===== config.mk =====
export PLATFORM = sky130hd
export DESIGN_NAME = gsx_expander
export DESIGN_NICKNAME = d
export VERILOG_FILES = /design/src/rtl/gsx_pkg.sv /design/src/rtl/gsx_count.sv /design/src/rtl/gsx_seq.sv /design/src/rtl/gsx_fmt.sv /design/src/rtl/gsx_expander.sv
export SDC_FILE = /design/constraint.sdc
export NUM_CORES = 1
export LEC_CHECK = 0
export CAP_MARGIN = 20
export CORE_MARGIN = 2
export CORE_UTILIZATION = 35
export DETAILED_ROUTE_END_ITERATION = 7
export PLACE_DENSITY = 0.72
export SYNTH_ARGS = -nofsm -noshare
export SYNTH_HDL_FRONTEND = slang
export SYNTH_SLANG_ARGS = --single-unit

===== constraint.sdc =====
create_clock -name clk -period 3.5 [get_ports clk]
set_input_delay 0.7 -clock clk [delete_from_list [all_inputs] [get_ports clk]]
set_output_delay 0.7 -clock clk [all_outputs]
set_load 0.01 [all_outputs]

===== src/rtl/gsx_pkg.sv =====
package gsx_pkg;
  typedef enum logic [1:0] {
    UK_ELEM = 2'd0,
    UK_COPY = 2'd1,
    UK_FFWB = 2'd2
  } uop_kind_e;

  localparam int unsigned CHUNK_BYTES = 16;
  localparam int unsigned CHUNK_SH    = 4;
endpackage


===== src/rtl/gsx_count.sv =====
module gsx_count
  import gsx_pkg::*;
#(
  parameter int LEN_W = 4,
  parameter int CW    = 9
) (
  input  logic [LEN_W-1:0] len,
  input  logic [1:0]       esize,
  input  logic             gather,
  input  logic             ff,
  output logic [CW-1:0]    elem_cnt,
  output logic [CW-1:0]    total_cnt
);
  logic [CW-1:0] bytes;

  always_comb begin
    bytes     = (CW'(len) + CW'(1)) << CHUNK_SH;
    elem_cnt  = bytes >> esize;
    total_cnt = elem_cnt + CW'(gather) + CW'(ff);
  end
endmodule


===== src/rtl/gsx_seq.sv =====
module gsx_seq #(
  parameter int CW = 9
) (
  input  logic          clk,
  input  logic          rst_n,
  input  logic          start,
  input  logic [CW-1:0] total_in,
  input  logic          adv,
  output logic          busy,
  output logic [CW-1:0] pos,
  output logic          at_last
);
  logic          busy_q, busy_d;
  logic [CW-1:0] pos_q, pos_d;
  logic [CW-1:0] tot_q, tot_d;
  logic          en;

  assign at_last = busy_q && (pos_q == tot_q - CW'(1));

  always_comb begin
    busy_d = busy_q;
    pos_d  = pos_q;
    tot_d  = tot_q;
    en     = 1'b0;
    if (start) begin
      en     = 1'b1;
      busy_d = 1'b1;
      pos_d  = '0;
      tot_d  = total_in;
    end else if (busy_q && adv) begin
      en = 1'b1;
      if (at_last) begin
        busy_d = 1'b0;
        pos_d  = '0;
      end else begin
        pos_d = pos_q + CW'(1);
      end
    end
  end

  always_ff @(posedge clk or negedge rst_n) begin
    if (!rst_n) begin
      busy_q <= 1'b0;
      pos_q  <= '0;
      tot_q  <= '0;
    end else if (en) begin
      busy_q <= busy_d;
      pos_q  <= pos_d;
      tot_q  <= tot_d;
    end
  end

  assign busy = busy_q;
  assign pos  = pos_q;


  hold_when_stalled_chk: assert property (@(posedge clk) disable iff (!rst_n)
    busy_q && !adv && !start |=> busy_q && $stable(pos_q));


  pos_in_range_chk: assert property (@(posedge clk) disable iff (!rst_n)
    busy_q |-> pos_q < tot_q);
endmodule


===== src/rtl/gsx_fmt.sv =====
module gsx_fmt
  import gsx_pkg::*;
#(
  parameter int CW = 9
) (
  input  logic [CW-1:0] pos,
  input  logic          at_last,
  input  logic          gather,
  input  logic          ff,
  output uop_kind_e     kind,
  output logic [CW-1:0] idx,
  output logic          aux,
  output logic          first,
  output logic          dcommit
);
  always_comb begin
    kind = UK_ELEM;
    idx  = pos - CW'(gather);
    if (gather && pos == '0) begin
      kind = UK_COPY;
      idx  = '0;
    end else if (ff && at_last) begin
      kind = UK_FFWB;
      idx  = '0;
    end
    aux     = gather && (kind == UK_ELEM);
    first   = (pos == '0);
    dcommit = !at_last;
  end
endmodule


===== src/rtl/gsx_expander.sv =====
module gsx_expander
  import gsx_pkg::*;
#(
  parameter int LEN_W = 4,
  parameter int IMM_W = 5,
  parameter int RW    = 5,
  parameter int PW    = 4,
  localparam int CW   = $clog2(((1 << LEN_W) * CHUNK_BYTES) + 3)
) (
  input  logic             clk,
  input  logic             rst_n,
  input  logic             in_valid,
  output logic             in_ready,
  input  logic             in_is_load,
  input  logic [LEN_W-1:0] in_len,
  input  logic [1:0]       in_esize,
  input  logic [1:0]       in_msize,
  input  logic             in_form,
  input  logic [2:0]       in_mods,
  input  logic [IMM_W-1:0] in_imm,
  input  logic [RW-1:0]    in_dest,
  input  logic [PW-1:0]    in_pred,
  input  logic [RW-1:0]    in_vreg,
  input  logic             in_ff,
  output logic             out_valid,
  input  logic             out_ready,
  output logic [1:0]       out_kind,
  output logic [CW-1:0]    out_idx,
  output logic [CW-1:0]    out_cnt,
  output logic [RW-1:0]    out_vreg,
  output logic             out_aux,
  output logic             out_ff,
  output logic             out_first,
  output logic             out_last,
  output logic             out_dcommit,
  output logic [RW-1:0]    out_dest,
  output logic [PW-1:0]    out_pred,
  output logic             out_form,
  output logic [2:0]       out_mods,
  output logic [IMM_W+2:0] out_imm,
  output logic             err_ff_store
);
  localparam int SIMM_W = IMM_W + 3;

  logic          accept, illegal, start;
  logic [CW-1:0] ecnt_c, total_c;
  logic          busy, at_last;
  logic [CW-1:0] pos;
  uop_kind_e     kind;

  // request register fields
  logic              ld_q;
  logic              ff_q;
  logic              form_q;
  logic [2:0]        mods_q;
  logic [SIMM_W-1:0] imm_q;
  logic [RW-1:0]     dest_q, vreg_q;
  logic [PW-1:0]     pred_q;
  logic [CW-1:0]     ecnt_q;
  logic              err_q, err_d;

  logic [SIMM_W-1:0] imm_scaled;
  logic [2:0]        mods_sel;

  assign in_ready = !busy;
  assign accept   = in_valid && in_ready;
  assign illegal  = in_ff && !in_is_load;
  assign start    = accept && !illegal;

  gsx_count #(.LEN_W(LEN_W), .CW(CW)) u_count (
    .len       (in_len),
    .esize     (in_esize),
    .gather    (in_is_load),
    .ff        (in_ff),
    .elem_cnt  (ecnt_c),
    .total_cnt (total_c)
  );

  gsx_seq #(.CW(CW)) u_seq (
    .clk      (clk),
    .rst_n    (rst_n),
    .start    (start),
    .total_in (total_c),
    .adv      (out_ready),
    .busy     (busy),
    .pos      (pos),
    .at_last  (at_last)
  );

  gsx_fmt #(.CW(CW)) u_fmt (
    .pos     (pos),
    .at_last (at_last),
    .gather  (ld_q),
    .ff      (ff_q),
    .kind    (kind),
    .idx     (out_idx),
    .aux     (out_aux),
    .first   (out_first),
    .dcommit (out_dcommit)
  );

  always_comb begin
    imm_scaled = in_form ? '0 : (SIMM_W'(in_imm) << in_msize);
    mods_sel   = in_form ? in_mods : 3'b000;
    err_d      = accept && illegal;
  end

  always_ff @(posedge clk or negedge rst_n) begin
    if (!rst_n) begin
      ld_q   <= 1'b0;
      ff_q   <= 1'b0;
      form_q <= 1'b0;
      mods_q <= '0;
      imm_q  <= '0;
      dest_q <= '0;
      vreg_q <= '0;
      pred_q <= '0;
      ecnt_q <= '0;
    end else if (start) begin
      ld_q   <= in_is_load;
      ff_q   <= in_ff;
      form_q <= in_form;
      mods_q <= mods_sel;
      imm_q  <= imm_scaled;
      dest_q <= in_dest;
      vreg_q <= in_vreg;
      pred_q <= in_pred;
      ecnt_q <= ecnt_c;
    end
  end

  always_ff @(posedge clk or negedge rst_n) begin
    if (!rst_n) err_q <= 1'b0;
    else        err_q <= err_d;
  end

  assign out_valid    = busy;
  assign out_kind     = kind;
  assign out_cnt      = ecnt_q;
  assign out_vreg     = vreg_q;
  assign out_ff       = ff_q;
  assign out_last     = at_last;
  assign out_dest     = dest_q;
  assign out_pred     = pred_q;
  assign out_form     = form_q;
  assign out_mods     = mods_q;
  assign out_imm      = imm_q;
  assign err_ff_store = err_q;


  start_is_first_chk: assert property (@(posedge clk) disable iff (!rst_n)
    $rose(out_valid) |-> out_first);


  copy_leads_chk: assert property (@(posedge clk) disable iff (!rst_n)
    out_valid && out_kind == 2'd1 |-> out_first && !out_aux);


  wb_trails_chk: assert property (@(posedge clk) disable iff (!rst_n)
    out_valid && out_kind == 2'd2 |-> out_last && out_ff);


  err_silent_chk: assert property (@(posedge clk) disable iff (!rst_n)
    err_ff_store |-> !out_valid && in_ready);


  one_at_a_time_chk: assert property (@(posedge clk) disable iff (!rst_n)
    out_valid |-> !in_ready);


  idx_step_chk: assert property (@(posedge clk) disable iff (!rst_n)
    out_valid && out_ready && !out_last && out_kind == 2'd0
    |=> out_kind != 2'd0 || out_idx == $past(out_idx) + CW'(1));


  seq_continues_chk: assert property (@(posedge clk) disable iff (!rst_n)
    out_valid && out_ready && !out_last |=> out_valid && !out_first);
endmodule


# After elaboration in Yosys (flattened, before gate mapping)
# Index checks and enable logic that the tools add are counted.
[totals]
reg_bits = 57
latch_bits = 0
ramBits = 0
mem_bits_ro = 0
inputBits = 37
elab_cells = 56
mem_count = 0
[op_classes]
add_sub_neg = 6
mul = 0
div = 0
order_cmp = 0
n_eq_ne = 1
shift = 2
mux = 14
bitwise = 0
reduce_logical = 20
[op_table]
columns = ["cell", "count"]
rows = [
  ["$mux 9", 5],
  ["$add 9x1->9", 2],
  ["$add 9x1->9 const B", 1],
  ["$eq 9x9->1", 1],
  ["$logic_and 1x1->1", 9],
  ["$logic_not 9->1", 1],
  ["$shr 9x2->9", 1],
  ["$sub 9x1->9", 1],
  ["$sub 9x1->9 const B", 1],
  ["$mux 8", 1],
  ["$shl 5x2->8", 1],
  ["$add 4x1->5 const B", 1],
  ["$mux 1", 5],
  ["$logic_not 1->1", 4],
  ["$mux 2", 2],
  ["$reduce_and 2->1", 2],
  ["$reduce_bool 2->1", 2],
  ["$mux 3", 1],
  ["$reduce_and 3->1", 1],
  ["$logic_not 2->1", 1],
]

# Logic depth before layout (Yosys ltp)
# Gate-level depths: netlist of run 1.
[depth]
depth_word = 8
mapped_depth = 8

# Cells and area by module
# Synthesis of run 1 repeated with hierarchy kept, for this count alone.
[unflattened]
hier_cells = 333
area_unflattened_um2 = 3553.4
[modules_own_cells]
columns = ["mod", "n_inst", "cells_per_inst", "area_each_um2", "seq_area_each_um2"]
rows = [
  ["gsx_expander", 1, 119, 1710.4, 950.9],
  ["gsx_seq", 1, 114, 1126.1, 475.5],
  ["gsx_count", 1, 61, 427.9, 0.0],
  ["gsx_fmt", 1, 39, 289.0, 0.0],
]

# Worst setup path after synthesis of run 1
# OpenSTA, ideal clock, no wires.
[synth_path]
path_type = "register to output"
startpoint = "register u_seq.tot_q[0]"
endpoint = "output out_idx[4]"
t_arrival_ns = 2.128
required_ns = 2.800
setup_slack_ns = 0.672
path_stages_with_launch = 9
n_path_buf = 1
path_cell_list = "dfrtp_1 inv_1 ha_1 xor2_1 o211ai_1 a2111o_1 nor4b_4 buf_6 a211oi_2"
[synth_via]
elab_chain_cells = 6
[synth_lines]
columns = ["item", "line", "rtl"]
rows = [
  ["start: declaration", "gsx_seq.sv:15", "logic [CW-1:0] tot_q, tot_d;"],
  ["start signal: assignment", "gsx_seq.sv:49", "tot_q <= tot_d;"],
  ["$sub 9x1->9", "gsx_seq.sv:18", "assign at_last = busy_q && (pos_q == tot_q - CW'(1));"],
  ["$eq 9x9->1", "gsx_seq.sv:18", ""],
  ["$logic_and 1x1->1", "gsx_seq.sv:18", ""],
  ["net out_last", "gsx_expander.sv:34", "output logic out_last,"],
  ["$logic_and 1x1->1", "gsx_fmt.sv:22", "end else if (ff && at_last) begin"],
  ["$mux 9", "gsx_fmt.sv:22", ""],
  ["$mux 9", "gsx_fmt.sv:19", "if (gather && pos == '0) begin"],
  ["end: declaration", "gsx_expander.sv:28", "output logic [CW-1:0] out_idx,"],
]
# The timed path passes the listed nets, and every way through them passes these cells.

# Final worst setup path of run 1
[layout_path]
startpoint = "register u_seq.pos_q[7], in the netlist u_seq.pos[7]"
endpoint = "output out_last"
[layout_via]
elab_chain_cells = 2
[layout_lines]
columns = ["item", "line", "rtl"]
rows = [
  ["start: declaration", "gsx_seq.sv:14", "logic [CW-1:0] pos_q, pos_d;"],
  ["start signal: assignment", "gsx_seq.sv:48", "pos_q <= pos_d;"],
  ["$eq 9x9->1", "gsx_seq.sv:18", ""],
  ["$logic_and 1x1->1", "gsx_seq.sv:18", ""],
  ["end: declaration", "gsx_expander.sv:34", ""],
]
# Every way passes these cells.

==> results by group, run 1 <==
STA
  – Final min period: 3.41 ns
  – Final worst-path cycle share: 97.5%
  – Worst rel slew slack: between 50% and 60%
  – RSZ-0062 raised after global routing: yes
  – Skew final: around 0.0077 ns
  – Max Clk Rate: 293 MHz
  – Final Hold Viols: 0
  – Final Max Tran Viols: 0
  – Least-Margin Pin Slew: 0.724 ns
  – Final setup fails: 0
  – Worst setup margin: roughly 0.086 ns

Critical path
  – CP startpoint kind: register
  – Required time of the critical path: 2.80 ns
  – Critical-path cell list: xnor2_2 -> a32oi_1 -> a2111o_1 -> nor4b_4 -> buf_4 -> clkdlybuf4s50_1
  – Crit-path slowest cell: clkdlybuf4s50_1
  – Worst-path fanout max: 7
  – Worst reg2reg path depth: 7
  – CP arrival: 2.71 ns
  – Crit path kind: reg -> out
  – CP endpoint kind: output pin
  – Slowest Stage Delay on Critical Path: 0.53 ns

Routing
  – Post-route DRC: 0
  – Drt initial violations: 141
  – Vias: 3142
  – Via-to-Cell Ratio: 5.13
  – Remaining antenna violation count: 0
  – First-pass DRT Iterations: 4
  – Routed len/inst: 14.3 µm
  – Final wirelength: 8770 µm

Outcome
  – Status: completed

Power
  – Net Sw Frac: 38.6%
  – Peak VDD IR: 0.339 mV
  – Psw: roughly 0.0012 W
  – Pleak: 2.10 nW
  – Power Density: 691 nW/µm²
  – Clock power share: 11.9%
  – Internal power: between 0.0015 and 0.002 W
  – Sequential power share: 35.4%
  – Combinational fraction of design power: 52.7%

Yosys
  – Synth top cells by count: 111 x nand2_1, 56 x dfrtp_1, 21 x o21ai_0, 16 x nor2_1, 15 x clkbuf_1
  – Simple-gate share of the synthesized area: 25.3%
  – Adder-cell share of the synthesized area: under 10%
  – Post-synth ARST share: 100%
  – #FFs+latches synth: 56
  – Ys Warns: 0
  – Synth Area in Compound Gates: 14.8%
  – Top-area cell type share of the netlist area: 41.3%
  – Cell with the most instances after synthesis: nand2_1
  – Cell variety after synth: 61
  – Cell area after synthesis: 3400 µm²
  – Syn Nets: 436
  – Main combinational cell family by area after synthesis: simple AND/OR/NAND/NOR gates
  – Cell taking the most area after synthesis: dfrtp_1
  – Count of flip-flops with a built-in enable after synthesis: 0
  – Synth top area cells: dfrtp_1 41%, nand2_1 12%, ha_1 3.3%
  – Syn avg cell area: 8.71 µm²
  – Synth Area in XOR/XNOR: 5.64%
  – Seq/Total Area, Yosys: 41.3%
  – Mapped Cells: 390
  – Mux cell area share after synthesis: under 10%
  – Post-synth top flop: dfrtp_1

Layout
  – Share of layout cells above drive strength 1: 11.8%
  – Post-route cell area: 4590 µm²
  – Ant. Diodes: 0
  – Area Growth Syn to Fin: 35.2%
  – Number of fill cells in the layout: roughly 900
  – Nets@finish: between 500 and 600

Job
  – Max Cap Violations: 0

Floorplanning
  – Core Box Area: about 9300 µm²
  – Die height: 103 µm
  – DIE WIDTH: a little over 100 µm
  – IO Count: 91
  – Die area: between 10000 and 15000 µm²
  – Initial Util: 36.4%
  – Rows: 35

CTS
  – Total CTS buffers: 5
  – Clock Tree Buf Depth: 2
  – Clk Latency, worst-skew pair: 0.30 ns
  – CTS clk-pin slew, worst paths: approximately 0.10 ns
  – Clock Tree Root: clkbuf_8
  – CTS tree: done
  – Clock tree sinks: between 50 and 60
  – CTS H-tree depth: 2

Global route
  – Initial antenna violation count: 0
  – First-pass GRT wire length: ~15000 µm
  – Grt total ovfl: 0
  – Total track usage: 17.5%
  – Pin count of the biggest net entering global routing: 30
  – Vias in the first global route: between 3k and 4k

Worst hold path
  – HP Class: in -> async

Placement
  – Placed cell areas: 4410 µm²
  – DP Worst Slack: 0.168 ns
  – IO Port Bufs: 89
  – DP Wirelength: 6500 µm
  – GP Congestion: about 0.9
[placed cells by master, fill, tap and decap left out, types with 7 or more instances in the layout]
| cell type | n |
|---|---|
| nand2b_1 | 7 |
| o21ai_0 | 21 |
| clkbuf_8 | 7 |
| inv_1 | 11 |
| xor2_1 | 9 |
| nand2_1 | 111 |
| buf_4 | 24 |
| dfrtp_1 | 56 |
| dlygate4sd2_1 | 10 |
| mux2i_1 | 7 |
| nor3_1 | 9 |
| nor2_1 | 16 |
| ha_1 | 9 |
| nand3_1 | 13 |
| xnor2_1 | 10 |
| clkdlybuf4s50_1 | 77 |
[worst max-delay path, delay by kind of cell (launching register included)]
family	cells	cell delay [ns]
buffers and inverters	2	0.73
AND/OR/NAND/NOR	1	0.32
AO/OA/AOI/OAI	2	0.60
XOR/XNOR	1	0.25
flip-flops	1	0.50
[through the flow]
stage,utilization (%),setup TNS (ns),hold WS (ns),cells,total power (W)
after floorplan,-,0,0.404,390,0.00198
after global placement,47.2,0,0.450,595,0.00273
after detailed placement,47.2,0,0.461,595,0.00279
after CTS,48.8,0,0.455,609,0.00317
after global routing,49.2,-0.197,0.482,612,0.00343
final,49.2,0,0.446,612,0.00317
[per-layer routing]
metal / GRT usage, % / vias up / part of all wire (%)
li1: - / 1517 / -
met1: 22.7 / 1516 / 44
met2: 29.7 / 101 / 48
met3: 4.54 / 8 / 6.1
met4: 3.79 / 0 / 0.94
met5: 0 / - / 0
[cell type report]
cell class	count	area [µm²]	area share, %
multi-input combinational	294	1830	39.8
tap	129	161	3.51
clock buffer	7	96.3	2.10
sequential	56	1400	30.5
timing repair buffer	113	1060	23.0
inverter	13	48.8	1.06
[sequential cells by signal, summed over array words and instances, names as in the netlist]
name	cells
err_ff_store	1
out_ff	1
u_seq.busy	1
ld_q	1
out_mods	3
out_cnt	8
out_form	1
out_dest	5
out_imm	8
out_vreg	5
u_seq.tot_q	9
out_pred	4
u_seq.pos	9
[power by group through the flow]
stage	clock network, W	registers [W]	logic [W]
2_1_floorplan	0	0.00115	0.000825
3_3_place_gp	0	0.00112	0.00161
3_5_place_dp	0	0.00113	0.00166
4_1_cts	0.000394	0.00112	0.00166
5_1_grt	0.000421	0.00116	0.00185
6_report	0.000378	0.00112	0.00167
[repair_timing]
item / 4_1_cts / 5_1_grt
setup endpoints to repair: 13 / 11
hold buffers: 0 / 0
gates resized for setup: 11 / 4
pin swaps: 2 / 1
setup buffers: 7 / 3
cloned: 0 / 0
[cells by family after synthesis]
group                      count (synthesis)
other                                      1
adders and majority gates                  9
buffers and inverters                     40
AOI/OAI and AO/OA                         66
xor gates and xnor gates                  21
DFF                                       56
and+or+nand+nor                          186
muxes                                     11
[worst paths after layout]
kind / slack [ns] / end / startpoint
max: 0.09 / out_last / u_seq.pos[7]
min: 0.45 / u_seq.tot_q[7] / rst_n
max reg2reg: 1.14 / u_seq.pos[3] / u_seq.pos[7]
min reg2reg: 0.48 / out_mods[0] / out_mods[0]
max in group asynchronous: 2.19 / u_seq.tot_q[8] / rst_n
min in group clk: 0.48 / out_mods[0] / out_mods[0]
Power figures use the tool's default switching activity.
==> run 2: changes to the inputs <==
--- a/config.mk
+++ b/config.mk
@@ -5,7 +5,6 @@
 export SDC_FILE = /design/constraint.sdc
 export NUM_CORES = 1
 export LEC_CHECK = 0
-export CAP_MARGIN = 20
 export CORE_MARGIN = 2
 export CORE_UTILIZATION = 35
 export DETAILED_ROUTE_END_ITERATION = 7
==> results of run 2 <==
Same layout as run 1: the final DEF is identical, and so are final timing and power.
==> run 3: changes to the inputs <==
--- a/config.mk
+++ b/config.mk
@@ -12,3 +12,4 @@
 export SYNTH_ARGS = -nofsm -noshare
 export SYNTH_HDL_FRONTEND = slang
 export SYNTH_SLANG_ARGS = --single-unit
+export TNS_END_PERCENT = 50
==> run 3 against run 2 <==
Total power decreased by 0.44%. Clock skew about the same. Design area decreased by 0.60%. Via count decreased by 0.70%. Combinational power about the same. Hold slack got worse by 0.00053 ns.
==> results by group, run 3 (same netlist as run 1, synthesis figures left out) <==
Global route
  – Grt total ovfl: 0
  – Grt met3 use: approximately 4.5%
  – Vias in the first global route: 3113
  – First-pass GRT wire length: 14700 µm
  – Met1 usage: 22.6%
  – Total track usage: around 17%
  – Met2 usage: 29.4%
  – Initial antenna violation count: 0
  – Most used routing layer: met2
  – Pin count of the biggest net entering global routing: 30

Outcome
  – Status: completed

Floorplanning
  – Initial Util: 36.4%
  – IO Count: about 90
  – Die area: 10500 µm²
  – DIE WIDTH: 103 µm
  – Rows: 35
  – Die height: 103 µm
  – Core Box Area: 9330 µm²

Layout
  – Area Growth Syn to Fin: 34.4%
  – Most frequent cells in the layout: 111 x nand2_1, 76 x clkdlybuf4s50_1, 56 x dfrtp_1
  – Ant. Diodes: 0
  – Commonest non-fill, non-tap cell in the layout: nand2_1
  – Share of layout cells above drive strength 1: 11.3%
  – Layout Cells excl Fill: 609
  – Nets@finish: 526

Power
  – Power Density: 692 nW/µm²
  – Peak VDD IR: 0.340 mV
  – Pleak: 2.08 nW

Critical path
  – Crit path kind: reg -> out
  – Worst-path fanout max: 7
  – CP arrival: 2.70 ns
  – CP endpoint kind: output pin
  – Required time of the critical path: around 2.8 ns
  – CP startpoint kind: register
  – Reg-to-Reg Start: u_seq.pos[7]
  – Worst Setup SP: u_seq.pos[7]

Placement
  – DP Worst Slack: 0.168 ns
  – Placed cells: 595
  – GP Congestion: 0.877
  – DP Wirelength: 6500 µm
  – IO Port Bufs: ~90

CTS
  – CTS Hold Bufs: 0
  – Clk Latency, worst-skew pair: 0.30 ns
  – Clock tree sinks: 56
  – CTS tree: done
  – Total CTS buffers: 5
  – CTS H-tree depth: 2
  – CTS clk-pin slew, worst paths: 0.10 ns
  – Clock Tree Root: clkbuf_8
  – Clock Tree Buf Depth: 2

Routing
  – Final wirelength: 8710 µm
  – Post-route DRC: 0
  – Remaining antenna violation count: 0
  – Via-to-Cell Ratio: 5.12
  – Vias: 3120
  – Routed len/inst: between 10 and 15 µm
  – Drt initial violations: 119
  – First-pass DRT Iterations: 4

STA
  – Final Hold Viols: 0
  – Worst rel slew slack: 52.0%
  – Least-Margin Pin Slew: 0.720 ns
  – Skew final: about 0.0073 ns
  – Max Clk Rate: 294 MHz
  – RSZ-0062 raised after global routing: yes
  – Final worst-path cycle share: 97.1%
  – Final setup fails: 0
  – Final min period: 3.40 ns
  – Worst setup margin: 0.103 ns
  – Final Max Tran Viols: 0

Job
  – Max Cap Violations: 0

Worst hold path
  – HP Class: in -> async
==> run 3: changes by cell type in the layout (fill, tap and decap cells not counted) <==
cell             delta
clkdlybuf4s50_1     -1
dlymetal6s2s_1      -1
buf_4               -3
dlygate4sd2_1       +2
==> run 3: timing repair <==
action                     in CTS  in global routing
setup endpoints to repair      13                  9
resized for setup              13                  3
setup buffers                   5                  2
pin swaps                       2                  1
==> run 3: per-layer routing <==
layer / vias up / share of wire (%)
met4: 0 / 0.92
li1: 1516 / -
met1: 1500 / 44
met5: - / 0
met3: 6 / 6.4
met2: 98 / 48
==> run 3: stage by stage <==
stage                     util (%)  setup TNS (ns)  hold WS (ns)  cell area [µm²]  power, W
after global routing          48.9          -0.145         0.482             4560   0.00342
after floorplan                  -               0         0.404             3400   0.00198
final                         48.9               0         0.446             4560   0.00316
after global placement        47.2               0         0.450             4410   0.00273
after detailed placement      47.2               0         0.461             4410   0.00279
after CTS                     48.6               0         0.455             4530   0.00316
==> run 3: cell type report <==
type	instances	area, µm²
timing repair buffer	110	1030
inverter	13	48.8
sequential	56	1400
fill	899	4760
clock buffer	7	96.3
tap	129	161
multi-input combinational	294	1830
==> run 3: power breakdown <==
| group | switching, W | internal, W | total [W] | leakage (nW) |
|---|---|---|---|---|
| clock | 0.000201 | 0.000177 | 0.000378 | 0.0503 |
| combinational | 0.000785 | 0.000872 | 0.00166 | 1.31 |
| sequential | 0.000235 | 0.000887 | 0.00112 | 0.720 |
==> run 3: critical path, cell delays in order, from the launching register on <==
cell             delay (ns)
dfrtp_1                0.50
xnor2_2                0.25
a32oi_1                0.14
a2111o_1               0.46
nor4b_4                0.32
buf_4                  0.21
inv_2                  0.03
clkdlybuf4s50_1        0.47
==> run 3: path summary, 6_finish.rpt <==
path,depth (start not counted),end,slack (ns)
setup reg to reg,7,u_seq.pos[3],1.14
hold reg to reg,2,out_mods[0],0.48
min in group clk,2,out_mods[0],0.48
setup / recovery,7,out_dcommit,0.10
max in group asynchronous,2,u_seq.tot_q[3],2.19
hold / removal,1,u_seq.tot_q[7],0.45
